## src/rtl/ovd_pkg.sv

```systemverilog
package ovd_pkg;
  localparam int MV_W         = 13;
  localparam int DET_BASE_MV  = 3500;
  localparam int DET_STEP_MV  = 5;
  localparam int DET_MAX_CODE = 300;
  localparam int HYST_STEP_MV = 50;
  localparam int TEST_SHIFT   = 6;

  typedef enum logic [1:0] {
    DLY_1S     = 2'd0,
    DLY_2S     = 2'd1,
    DLY_4S     = 2'd2,
    DLY_4S_ALT = 2'd3
  } dly_e;
endpackage

```

## src/rtl/ovd_thresholds.sv

```systemverilog
module ovd_thresholds
  import ovd_pkg::*;
#(
  parameter int CODE_W = 9,
  parameter int HYST_W = 3
) (
  input  logic [CODE_W-1:0] thr_code,
  input  logic [HYST_W-1:0] hyst_sel,
  output logic [MV_W-1:0]   det_mv,
  output logic [MV_W-1:0]   rel_mv
);
  localparam logic [CODE_W-1:0] MAX_CODE = CODE_W'(DET_MAX_CODE);

  logic [CODE_W-1:0] code_sat;
  logic [MV_W-1:0]   hyst_mv;

  // saturate the step code, then scale
  assign code_sat = (thr_code > MAX_CODE) ? MAX_CODE : thr_code;
  assign det_mv   = MV_W'(DET_BASE_MV) + MV_W'(code_sat) * MV_W'(DET_STEP_MV);
  // release sits a whole number of hysteresis steps below detect
  assign hyst_mv  = (MV_W'(hyst_sel) + MV_W'(1)) * MV_W'(HYST_STEP_MV);
  assign rel_mv   = det_mv - hyst_mv;
endmodule

```

## src/rtl/ovd_persist_timer.sv

```systemverilog
module ovd_persist_timer
  import ovd_pkg::*;
#(
  parameter int TICKS_PER_S = 32768
) (
  input  logic       clk,
  input  logic       rst,
  input  logic       clr,
  input  logic       adv,
  input  logic [1:0] dly_sel,
  input  logic       test_n,
  output logic       hit
);
  localparam int LIM_W = $clog2(4 * TICKS_PER_S + 1);

  logic [LIM_W-1:0] base_lim;
  logic [LIM_W-1:0] short_lim;
  logic [LIM_W-1:0] limit;
  logic [LIM_W-1:0] cnt;
  logic [LIM_W-1:0] nxt;

  // limit from the delay select
  always_comb begin
    case (dly_e'(dly_sel))
      DLY_1S:  base_lim = LIM_W'(TICKS_PER_S);
      DLY_2S:  base_lim = LIM_W'(2 * TICKS_PER_S);
      default: base_lim = LIM_W'(4 * TICKS_PER_S);
    endcase
  end

  // test mode divides by 64 but never below one tick
  assign short_lim = base_lim >> TEST_SHIFT;
  assign limit     = test_n ? base_lim
                            : ((short_lim == '0) ? LIM_W'(1) : short_lim);

  assign nxt = cnt + LIM_W'(1);
  assign hit = adv && !clr && (nxt >= limit);

  always_ff @(posedge clk) begin
    if (rst || clr) begin
      cnt <= '0;
    end else if (adv) begin
      cnt <= hit ? '0 : nxt;
    end
  end

  // a clear request leaves the count at zero on the next cycle
  p_clear_empties_r4: assert property (@(posedge clk) disable iff (rst)
    clr |=> (cnt == '0));
endmodule

```

## src/rtl/ovd_pin_stage.sv

```systemverilog
module ovd_pin_stage (
  input  logic clk,
  input  logic rst,
  input  logic ovc,
  input  logic act_low,
  input  logic od_mode,
  output logic chg_out,
  output logic chg_oe
);
  logic level;

  // logical level, forced inactive while in reset
  assign level = (rst ? 1'b0 : ovc) ^ act_low;

  // drive style
  always_ff @(posedge clk) begin
    if (od_mode) begin
      chg_out <= 1'b0;
      chg_oe  <= ~level;
    end else begin
      chg_out <= level;
      chg_oe  <= 1'b1;
    end
  end

  p_od_never_high_r7: assert property (@(posedge clk) disable iff (rst)
    od_mode |=> !chg_out);
  p_pushpull_enabled_r7: assert property (@(posedge clk) disable iff (rst)
    !od_mode |=> chg_oe);
endmodule

```

## src/rtl/ovcharge_guard.sv

```systemverilog
module ovcharge_guard
  import ovd_pkg::*;
#(
  parameter int TICKS_PER_S = 32768,
  parameter int CODE_W      = 9,
  parameter int HYST_W      = 3
) (
  input  logic              clk,
  input  logic              rst,
  input  logic              tick,
  input  logic              samp_valid,
  input  logic [MV_W-1:0]   samp_mv,
  input  logic [CODE_W-1:0] thr_code,
  input  logic [HYST_W-1:0] hyst_sel,
  input  logic [1:0]        dly_sel,
  input  logic              test_n,
  input  logic              act_low,
  input  logic              od_mode,
  output logic              chg_out,
  output logic              chg_oe
);
  logic [MV_W-1:0] det_mv;
  logic [MV_W-1:0] rel_mv;
  logic            above_q;
  logic            ovc_q;
  logic            drop_now;
  logic            rel_now;
  logic            tmr_clr;
  logic            tmr_adv;
  logic            tmr_hit;

  ovd_thresholds #(.CODE_W(CODE_W), .HYST_W(HYST_W)) u_thr (
    .thr_code (thr_code),
    .hyst_sel (hyst_sel),
    .det_mv   (det_mv),
    .rel_mv   (rel_mv)
  );

  assign drop_now = samp_valid && (samp_mv <= det_mv);
  assign rel_now  = samp_valid && (samp_mv <  rel_mv);
  assign tmr_clr  = ovc_q || !above_q || drop_now;
  assign tmr_adv  = tick && above_q;

  ovd_persist_timer #(.TICKS_PER_S(TICKS_PER_S)) u_tmr (
    .clk     (clk),
    .rst     (rst),
    .clr     (tmr_clr),
    .adv     (tmr_adv),
    .dly_sel (dly_sel),
    .test_n  (test_n),
    .hit     (tmr_hit)
  );

  always_ff @(posedge clk) begin
    if (rst) begin
      above_q <= 1'b0;
      ovc_q   <= 1'b0;
    end else begin
      if (samp_valid) above_q <= (samp_mv > det_mv);
      if (ovc_q) begin
        if (rel_now) ovc_q <= 1'b0;
      end else if (tmr_hit) begin
        ovc_q <= 1'b1;
      end
    end
  end

  ovd_pin_stage u_pin (
    .clk     (clk),
    .rst     (rst),
    .ovc     (ovc_q),
    .act_low (act_low),
    .od_mode (od_mode),
    .chg_out (chg_out),
    .chg_oe  (chg_oe)
  );

  p_trip_needs_above_r3: assert property (@(posedge clk) disable iff (rst)
    $rose(ovc_q) |-> $past(above_q));
  p_at_detect_blocks_r4: assert property (@(posedge clk) disable iff (rst)
    (!ovc_q && drop_now) |=> !ovc_q);
  p_release_r2: assert property (@(posedge clk) disable iff (rst)
    (ovc_q && rel_now) |=> !ovc_q);
  p_hold_r2: assert property (@(posedge clk) disable iff (rst)
    (ovc_q && !rel_now) |=> ovc_q);
  p_pin_follows_r9: assert property (@(posedge clk) disable iff (rst)
    (!od_mode && !act_low) |=> (chg_out == $past(ovc_q)));
endmodule

```

## config.mk

```make
export PLATFORM = sky130hd
export DESIGN_NAME = ovcharge_guard
export DESIGN_NICKNAME = d
export VERILOG_FILES = /design/src/rtl/ovd_pkg.sv /design/src/rtl/ovd_thresholds.sv /design/src/rtl/ovd_persist_timer.sv /design/src/rtl/ovd_pin_stage.sv /design/src/rtl/ovcharge_guard.sv
export SDC_FILE = /design/constraint.sdc
export NUM_CORES = 1
export LEC_CHECK = 0
export BUFFER_PORTS_ARGS = -buffer_cell sky130_fd_sc_hd__buf_2
export CAP_MARGIN = 20
export CORE_UTILIZATION = 55
export DETAILED_ROUTE_END_ITERATION = 7
export MAX_ROUTING_LAYER = met4
export PLACE_DENSITY_LB_ADDON = 0.3
export SYNTH_ARGS = -nofsm -noshare
export SYNTH_HDL_FRONTEND = slang
export SYNTH_SLANG_ARGS = --single-unit
```

## constraint.sdc

```tcl
create_clock -name clk -period 7.18 [get_ports clk]
set_clock_uncertainty 0.1 [all_clocks]
set_input_delay 0.718 -clock clk [delete_from_list [all_inputs] [get_ports clk]]
set_output_delay 0.718 -clock clk [all_outputs]
set_load 0.05 [all_outputs]
```

==> run summary, run 1 <==
The first routing iteration left 80 violations. The flow ran to the end, and the final reports show no timing, DRC or antenna violations. The number of port buffers works out to 35.

The run gives 5610 um^2 as the core outline area. The run gives 0.816 as the placer's final routability congestion estimate. The logs give 493 for the total nets after synthesis and 0.27 ns for the clock latency on the worst-skew pair. For this run, design rule violations remaining after detail routing come to 0. Post-CTS timing repair inserted 0 buffers for setup. Counting flops and latches in the post-synthesis netlist gives 22.

The startpoint of the tightest hold check path was above_q$_SDFFE_PP0P_. The net switching share of the total power is 0.433. For the final instance area, the log shows 3580 um^2. The iteration count of the initial detailed-routing pass was 4; the floorplan die area was 6270 um^2. The via density per instance is 5.71. After global routing the overflow that remains totals 0. For the pin with the worst max-slew slack, the measured transition is 0.910 ns. The beginning of the critical path is thr_code[0]. STA classifies the critical path endpoint as a flip-flop. The share of post-route cells with drive strength above 1 was 0.137; the power density over the cells was 211 nW/um^2. Beginning of the worst register-to-register path: u_tmr.cnt[2]$_SDFFE_PP0P_.

The peak supply drop came out at 0.135 mV. The tools report the via count of the first global-routing pass as 2,639. Clock-pin slew was measured on the worst setup and hold paths at 0.08 ns. The fraction of power consumed by combinational cells is 0.679, and the maximum fanout along the worst path is 6. Setup repair after global routing left no endpoint under its margin.

The number of antenna diodes was 0; the final-layout setup total negative slack was 0 ns. The commonest cells after synthesis are 65 x sky130_fd_sc_hd__ha_1, 27 x sky130_fd_sc_hd__inv_1, 26 x sky130_fd_sc_hd__nand2_1. The most numerous cell in the Yosys netlist was sky130_fd_sc_hd__ha_1. The average wire length per cell after detail routing was 13.5 um; the share of power burned in the clock network was 0.156.

The final critical-path required period was 5.88 ns. CTS saw 22 sinks. Across the run, the number of max-cap violations was 0. The total number of yosys warnings came out at 0. In the post-synthesis netlist, the biggest area contributors are sky130_fd_sc_hd__ha_1 25%, sky130_fd_sc_hd__dfxtp_1 13%, sky130_fd_sc_hd__xor2_1 6.2%. TritonCTS built the clock tree.

The final layout contains routed wiring with a total length of 6670 um. For this design, the CTS-stage hold fixing added 0 buffers. Summing all placed instances gives a cell area of 3510 um^2. The starting density of the core was 0.584.

The dominant delay contributor by cell family on the critical path is compound AO/OA/AOI/OAI gates. The minimum hold slack is 0.432 ns, and the internal cell power is 428 uW. The number of clock buffers added by TritonCTS is 3. For the cell leakage power, the log shows 1.66 nW. The run gives 0.165 as the proportion of power drawn by flip-flops and latches. In this run the count of I/O pins placed on the die edge is 36.

The critical path is of the input pin to flip-flop type. The buffers plus inverters on the worst setup path works out to 1. Entering global routing, the biggest net connects 21 pins. The library cell contributing the largest single delay on the critical path is sky130_fd_sc_hd__a221o_1. The net count of the finished layout is 528. The via count is 2,819, and the total count of max-transition violations in the final report is 0. Gates resized during post-CTS repair numbered 0. The floorplan step set the die height to 79.2 um. For this run, the leading register cell type out of synthesis is sky130_fd_sc_hd__dfxtp_1. Averaged over all synthesized cells, the footprint is 8.44 um^2. The biggest cell delay along the critical path was 0.36 ns; the part of the Yosys area used for sequential elements was 0.135.

In this run the deepest clock path goes through 2 buffers. The tree is rooted in a sky130_fd_sc_hd__clkbuf_8. The synthesized design contains 0 enable-type register cells.

The run gives 0.222 as the global-route usage over all layers. From left edge to right edge, the die measures 79.2 um. The count of mapped cells out of synthesis came out at 388. The largest area contributor in the synthesized netlist was sky130_fd_sc_hd__ha_1.

The share of the synthesized area in the top cell type came out at 0.248. Setup violations remaining at the end of the flow were counted as 0. The area of the mapped netlist came out at 3270 um^2. Derived from the worst setup path, the maximum achievable clock frequency is 170 MHz. The layout overhead on the synthesized area was 9.29%. The post-route fraction of the period consumed by the critical path was 0.819; the initial antenna violation count was 0. The tools report the arrival time at the worst endpoint as 5.94 ns. Data on the critical path is required at its endpoint by 7.24 ns.

The run gives 11,000 um as the wire length of the first global-routing pass. After floorplanning, the core was divided into 27 placement rows. The worst hold path belongs to the class flip-flop to flip-flop. The worst slew slack as a fraction of its limit is 0.394, and the maximum level of the CTS H-tree is 1. STA classifies the critical path startpoint as an input pin. The detail route stage leaves a number of antenna-violating nets equal to 0.

The analysis attributes to net switching a power of 327 uW. The synthesized netlist contains 55 unique library cells. The critical path's most frequent cell is sky130_fd_sc_hd__ha_1. The estimated wirelength of the detail-placed design was 5570 um. For the final-report hold violation count, the log shows 0.

The proportion of register bits with asynchronous set or reset after synthesis works out to 0.
[metrics by stage]
stage,util,total power [mW],setup slack [ns],std cells
after floorplan,-,0.529,1.66,388
after global placement,0.625,0.618,1.34,490
after detailed placement,0.625,0.638,1.08,490
after CTS,0.638,0.757,1.36,494
after global routing,0.638,0.828,0.928,494
final,0.638,0.756,1.30,494
[kinds of logic (layout without fill, tap and decap cells)]
logic type      after synthesis  count (layout)  synth area share
compound gates               76              76             0.157
other cells                   1               1           0.00115
simple gates                143             143             0.264
buf+inv                      33              67            0.0451
xor+xnor                     41              41             0.110
fa+ha+maj                    71              71             0.285
flops                        22              22             0.135
mux                           1               1           0.00306
[final cells by class]
type	count	area, um^2
multi-input cells	333	2690
clock inverters	1	30.0
fillers	510	2030
flip-flops and latches	22	440
repair buffers	36	183
inverters	27	101
well taps	72	90.1
clock buffers	3	41.3
[tightest hold or removal path, cell delays in order (launching register included)]
cell and delay (ns):
sky130_fd_sc_hd__dfxtp_1 0.35, sky130_fd_sc_hd__nand3_1 0.08, sky130_fd_sc_hd__o21bai_1 0.06
[state kept, by name, indices dropped and copies added, names as in the netlist]
| signal | count |
|---|---|
| above_q | 1 |
| ovc_q | 1 |
| u_pin.chg_oe | 1 |
| u_pin.chg_out | 1 |
| u_tmr.cnt | 18 |
[final timing paths]
check        cells past startpoint                          to  slack, ns
min                              2            ovc_q$_SDFF_PP0_       0.43
min reg2reg                      2            ovc_q$_SDFF_PP0_       0.43
max reg2reg                     12  u_tmr.cnt[11]$_SDFFE_PP0P_       3.77
max                             25            ovc_q$_SDFF_PP0_       1.30
[power by group through the flow]
stage	logic (mW)	registers [mW]	clock network [mW]
floorplan	0.399	0.130	0
global placement	0.490	0.128	0
detailed placement	0.511	0.128	0
CTS	0.513	0.125	0.119
global route	0.579	0.125	0.124
finish	0.513	0.125	0.118
[routing by layer]
metal,vias to the layer above,GRT usage,part of all wire
met4,0,0.0855,0.021
met3,13,0.0103,0.024
met5,-,-,0
li1,1464,-,-
met1,1280,0.264,0.46
met2,62,0.394,0.50
[cells in the final DEF, fill, tap and decap left out, types with 18 or more instances in the layout]
cell type	count
sky130_fd_sc_hd__buf_2	35
sky130_fd_sc_hd__ha_1	65
sky130_fd_sc_hd__nor3_1	19
sky130_fd_sc_hd__dfxtp_1	22
sky130_fd_sc_hd__inv_1	27
sky130_fd_sc_hd__xor2_1	23
sky130_fd_sc_hd__xnor2_1	18
sky130_fd_sc_hd__a21oi_1	20
sky130_fd_sc_hd__nor2_1	21
sky130_fd_sc_hd__nand2_1	26
Power figures use the tool's default switching activity.
==> inputs of run 2 (changes only) <==
--- a/config.mk
+++ b/config.mk
@@ -5,6 +5,7 @@
 export SDC_FILE = /design/constraint.sdc
 export NUM_CORES = 1
 export LEC_CHECK = 0
+export ABC_AREA = 1
 export BUFFER_PORTS_ARGS = -buffer_cell sky130_fd_sc_hd__buf_2
 export CAP_MARGIN = 20
 export CORE_UTILIZATION = 55
==> constraint.sdc (replaced) <==
create_clock -name clk -period 4.74 [get_ports clk]
set_clock_uncertainty 0.1 [all_clocks]
set_input_delay 0.474 -clock clk [delete_from_list [all_inputs] [get_ports clk]]
set_output_delay 0.474 -clock clk [all_outputs]
set_load 0.05 [all_outputs]
==> run 2 against run 1 <==
  * Register-to-register slack worse by 2.6 ns
  * Critical path type unchanged
  * Clock power is 50% higher
  * Critical endpoint unchanged
  * Total power increased by 110%
  * Clock-buffer cell count unchanged
  * Synthesized area rose by 7.3%
  * First-iteration DRC count rose by 46%
  * Sequential power is 51% higher
==> run summary, run 2 <==
The run finished with clean final reports. The part of the Yosys area used for sequential elements is 0.125, and the count of mapped cells out of synthesis is 529. The run gives 0 as the total congestion overflow. At the end of routability-driven placement, the weighted congestion stood at 0.859.

Dominant combinational cell family by area after synthesis: simple AND/OR/NAND/NOR gates. The fraction of power consumed by combinational cells came out at 0.765. The tools report the estimated wirelength of the detail-placed design as 6700 um. STA classifies the critical path endpoint as a flip-flop. The reg2reg setup slack is 1.19 ns. The worst slew slack as a fraction of its limit came out at 0.448.

The internal cell power was 836 uW; the maximum fanout along the worst path was 4. The share of the synthesized area in compound gates (AO/OA/AOI/OAI) works out to 0.0947. For the global-route usage over all layers, the log shows 0.260.

Counting distinct cell types in the post-synthesis netlist gives 36. The worst-case IR drop observed on VDD is 0.323 mV. The share of post-route cells with drive strength above 1 was 0.267. TritonCTS built the clock tree.

36 I/O pins were placed. The total nets after synthesis is 634. Setup repair after global routing could not meet its margin everywhere. The XOR/XNOR share of the synthesized area was 0.0947; the average cell area after synthesis was 6.64 um^2. The worst hold path belongs to the class input pin to flip-flop.

The total area inside the core boundary comes to 6030 um^2. In the layout the commonest cells are 120 x sky130_fd_sc_hd__nand2_1, 77 x sky130_fd_sc_hd__inv_1, 56 x sky130_fd_sc_hd__ha_1, 41 x sky130_fd_sc_hd__nor2_1, 40 x sky130_fd_sc_hd__buf_4. The total number of yosys warnings is 0. Counting I/O delays and the setup requirement, the final critical path takes 4.62 ns. Counting along the longest clock path gives a buffer depth of 2. The wire length of the first global-routing pass came out at 13,500 um. Adding up every negative setup slack in the final design gives 0 ns. Largest net degree at the start of global routing: 27. The maximum level of the CTS H-tree came out at 1. The share of the synthesized area in the top cell type came out at 0.231. For the worst setup path, the data required time is 4.80 ns.

The initial antenna violation count came out at 0. The number of buffers created by CTS was 3; the number of storage elements in the synthesis netlist was 22. The number of port buffers works out to 35.

In this run the power density over the cells is 347 nW/um^2. The biggest cell delay along the critical path was 0.48 ns. Summed over all nets, the switching power comes to 720 uW. The synthesized design contains 0 enable-type register cells. The proportion of register bits with asynchronous set or reset after synthesis was 0. The worst setup path is launched from an input pin. Synthesized-area fraction occupied by adder cells: 0.266. The commonest cells after synthesis are 127 x sky130_fd_sc_hd__nand2_1, 83 x sky130_fd_sc_hd__inv_1, 65 x sky130_fd_sc_hd__ha_1. The number of violations reported at the end of detailed-routing iteration 0 was 117; the count of endpoints failing setup in the final report was 0. Via count of the first global-routing pass: 3,521.

For the pin with the worst max-slew slack, the measured transition is 0.826 ns. The cell leakage power is 2.24 nW, and the starting density of the core is 0.583. Sorting the synthesized cells by area gives the leading types as sky130_fd_sc_hd__ha_1 23%, sky130_fd_sc_hd__nand2_1 14%, sky130_fd_sc_hd__dfxtp_1 13%. The register with the most flip-flops in the final layout is u_tmr.cnt. The number of flip-flops under the largest register name was 18; the share of power burned in the clock network was 0.114.

For the number of nets in the layout, the log shows 713. The tools report the placed cell count as 674. Most common flop cell mapped by yosys: sky130_fd_sc_hd__dfxtp_1. Leading cell type in the layout, fill and taps excluded: sky130_fd_sc_hd__nand2_1. Hold timing on the final database bottoms out at a slack of 0.253 ns. After detailed routing, the total wire length is 8980 um.

The most numerous cell in the Yosys netlist was sky130_fd_sc_hd__nand2_1. Via density per instance: 5.37. The run gives 6710 um^2 as the floorplan die area. The final-report hold violation count is 0, and the clock transition at the registers of the reported paths is 0.09 ns. The arrival time at the worst endpoint was 4.67 ns. The master cell of the clock root buffer was sky130_fd_sc_hd__clkbuf_8. The total count of max-transition violations in the final report is 0.

The area of the mapped netlist is 3510 um^2, and the overall power of the completed layout is 1.56 mW. After floorplanning, the core was divided into 28 placement rows. The mux share of post-synthesis cell area was 0; the clock latency on the worst-skew pair was 0.28 ns. The run gives 0 as the max-cap check violation count. The post-synthesis share of cell area spent on and, or, nand and nor gates came out at 0.317. The synthesized design spends more area on one cell type than any other, namely sky130_fd_sc_hd__ha_1. The tools report the proportion of power drawn by flip-flops and latches as 0.121. The total number of clock tree sinks was 22. The average wire length per cell after detail routing was 13.2 um. Class of the most critical setup path: input pin to flip-flop.

In this run the remaining antenna-violating nets after routing total 0. The width of the die is 81.9 um, and the iteration count of the initial detailed-routing pass is 4. Hold repair after CTS inserted 0 buffers. Library cell contributing the largest single delay on the critical path: sky130_fd_sc_hd__fa_1.

Across all layers, the routed design uses 3,670 vias. From synthesis to final layout, the design area changed by 27.7%. The tools report the achievable clock frequency as 217 MHz. The net switching share of the total power came out at 0.463. Height of the die: 81.9 um. After filler insertion, the fill cell instance count of the layout stands at 464.

The final non-filler cell total is 683. After detailed routing, the number of remaining DRC violations is 0. The post-route fraction of the period consumed by the critical path works out to 0.974.
run 2: changes by cell type in the layout (fill, tap and decap cells not counted), moves of 11 or more:
cell / change
sky130_fd_sc_hd__nor2b_1: -12
sky130_fd_sc_hd__inv_1: +50
sky130_fd_sc_hd__xnor2_1: -12
sky130_fd_sc_hd__a21oi_2: +16
sky130_fd_sc_hd__nand3_1: +19
sky130_fd_sc_hd__nand2_1: +94
sky130_fd_sc_hd__buf_4: +39
sky130_fd_sc_hd__nor3_1: -11
sky130_fd_sc_hd__nor2_1: +20
sky130_fd_sc_hd__o21ai_0: -13
run 2: final cells by class:
class	count	area [um^2]	share of cell area
Timing Repair Buffer	78	532	0.119
Clock inverter	1	30.0	0.00669
Clock buffer	3	41.3	0.00920
Multi-Input combinational cell	417	3020	0.673
Antenna cell	1	2.50	0.000558
Tap cell	75	93.8	0.0209
Sequential cell	22	440	0.0982
Inverter	86	325	0.0725
run 2: timing repair:
| action | CTS | global route |
|---|---|---|
| setup buffers | 0 | 3 |
| endpoints found under the setup margin | 1 | 20 |
| cloned | 0 | 1 |
| gates resized for setup | 3 | 67 |
| pin swaps | 0 | 28 |
run 2: logic make-up (layout without fill, tap and decap cells):
group                    after synthesis  after routing
AND/OR/NAND/NOR                      251            251
buffers and inverters                 90            168
adder cells (fa/ha/maj)               71             71
AO/OA/AOI/OAI                         56             56
XOR/XNOR                              38             38
flip-flops                            22             22
other                                  1              2
run 2: routing by layer:
metal	share of wire	global-route usage	up-vias
li1	-	-	1878
met1	0.39	0.257	1669
met2	0.54	0.526	91
met3	0.034	0.0122	32
met4	0.035	0.0912	0
met5	0	-	-
run 2: worst max-delay path: cells and delay by family:
family                   cells  cell delay [ns]
buffers and inverters        4             0.38
adder cells (fa/ha/maj)      5             1.60
AO/OA/AOI/OAI                9             1.20
AND/OR/NAND/NOR              8             0.62
XOR/XNOR                     2             0.39
run 2: worst paths after layout:
kind	from	end	cells after the start
max	thr_code[3]	ovc_q$_SDFF_PP0_	28
min reg2reg	above_q$_SDFFE_PP0P_	above_q$_SDFFE_PP0P_	2
min	od_mode	u_pin.chg_out$_SDFF_PP0_	2
max reg2reg	u_tmr.cnt[0]$_SDFFE_PP0P_	u_tmr.cnt[9]$_SDFFE_PP0P_	19
run 2: stage by stage:
step | instance area, um^2 | util | worst slack, ns
finish | 4490 | 0.745 | 0.125
CTS | 4140 | 0.687 | 0.000171
floorplan | 3510 | - | 0.0317
global route | 4480 | 0.744 | -0.111
global placement | 4050 | 0.671 | -0.156
detailed placement | 4050 | 0.671 | -0.345
run 2: power by group through the flow:
stage / Sequential, mW / Clock (mW) / Combinational [mW]
final: 0.189 / 0.177 / 1.19
after global routing: 0.189 / 0.185 / 1.33
after CTS: 0.188 / 0.178 / 0.956
after detailed placement: 0.193 / 0 / 0.930
after global placement: 0.193 / 0 / 0.887
after floorplan: 0.196 / 0 / 0.637
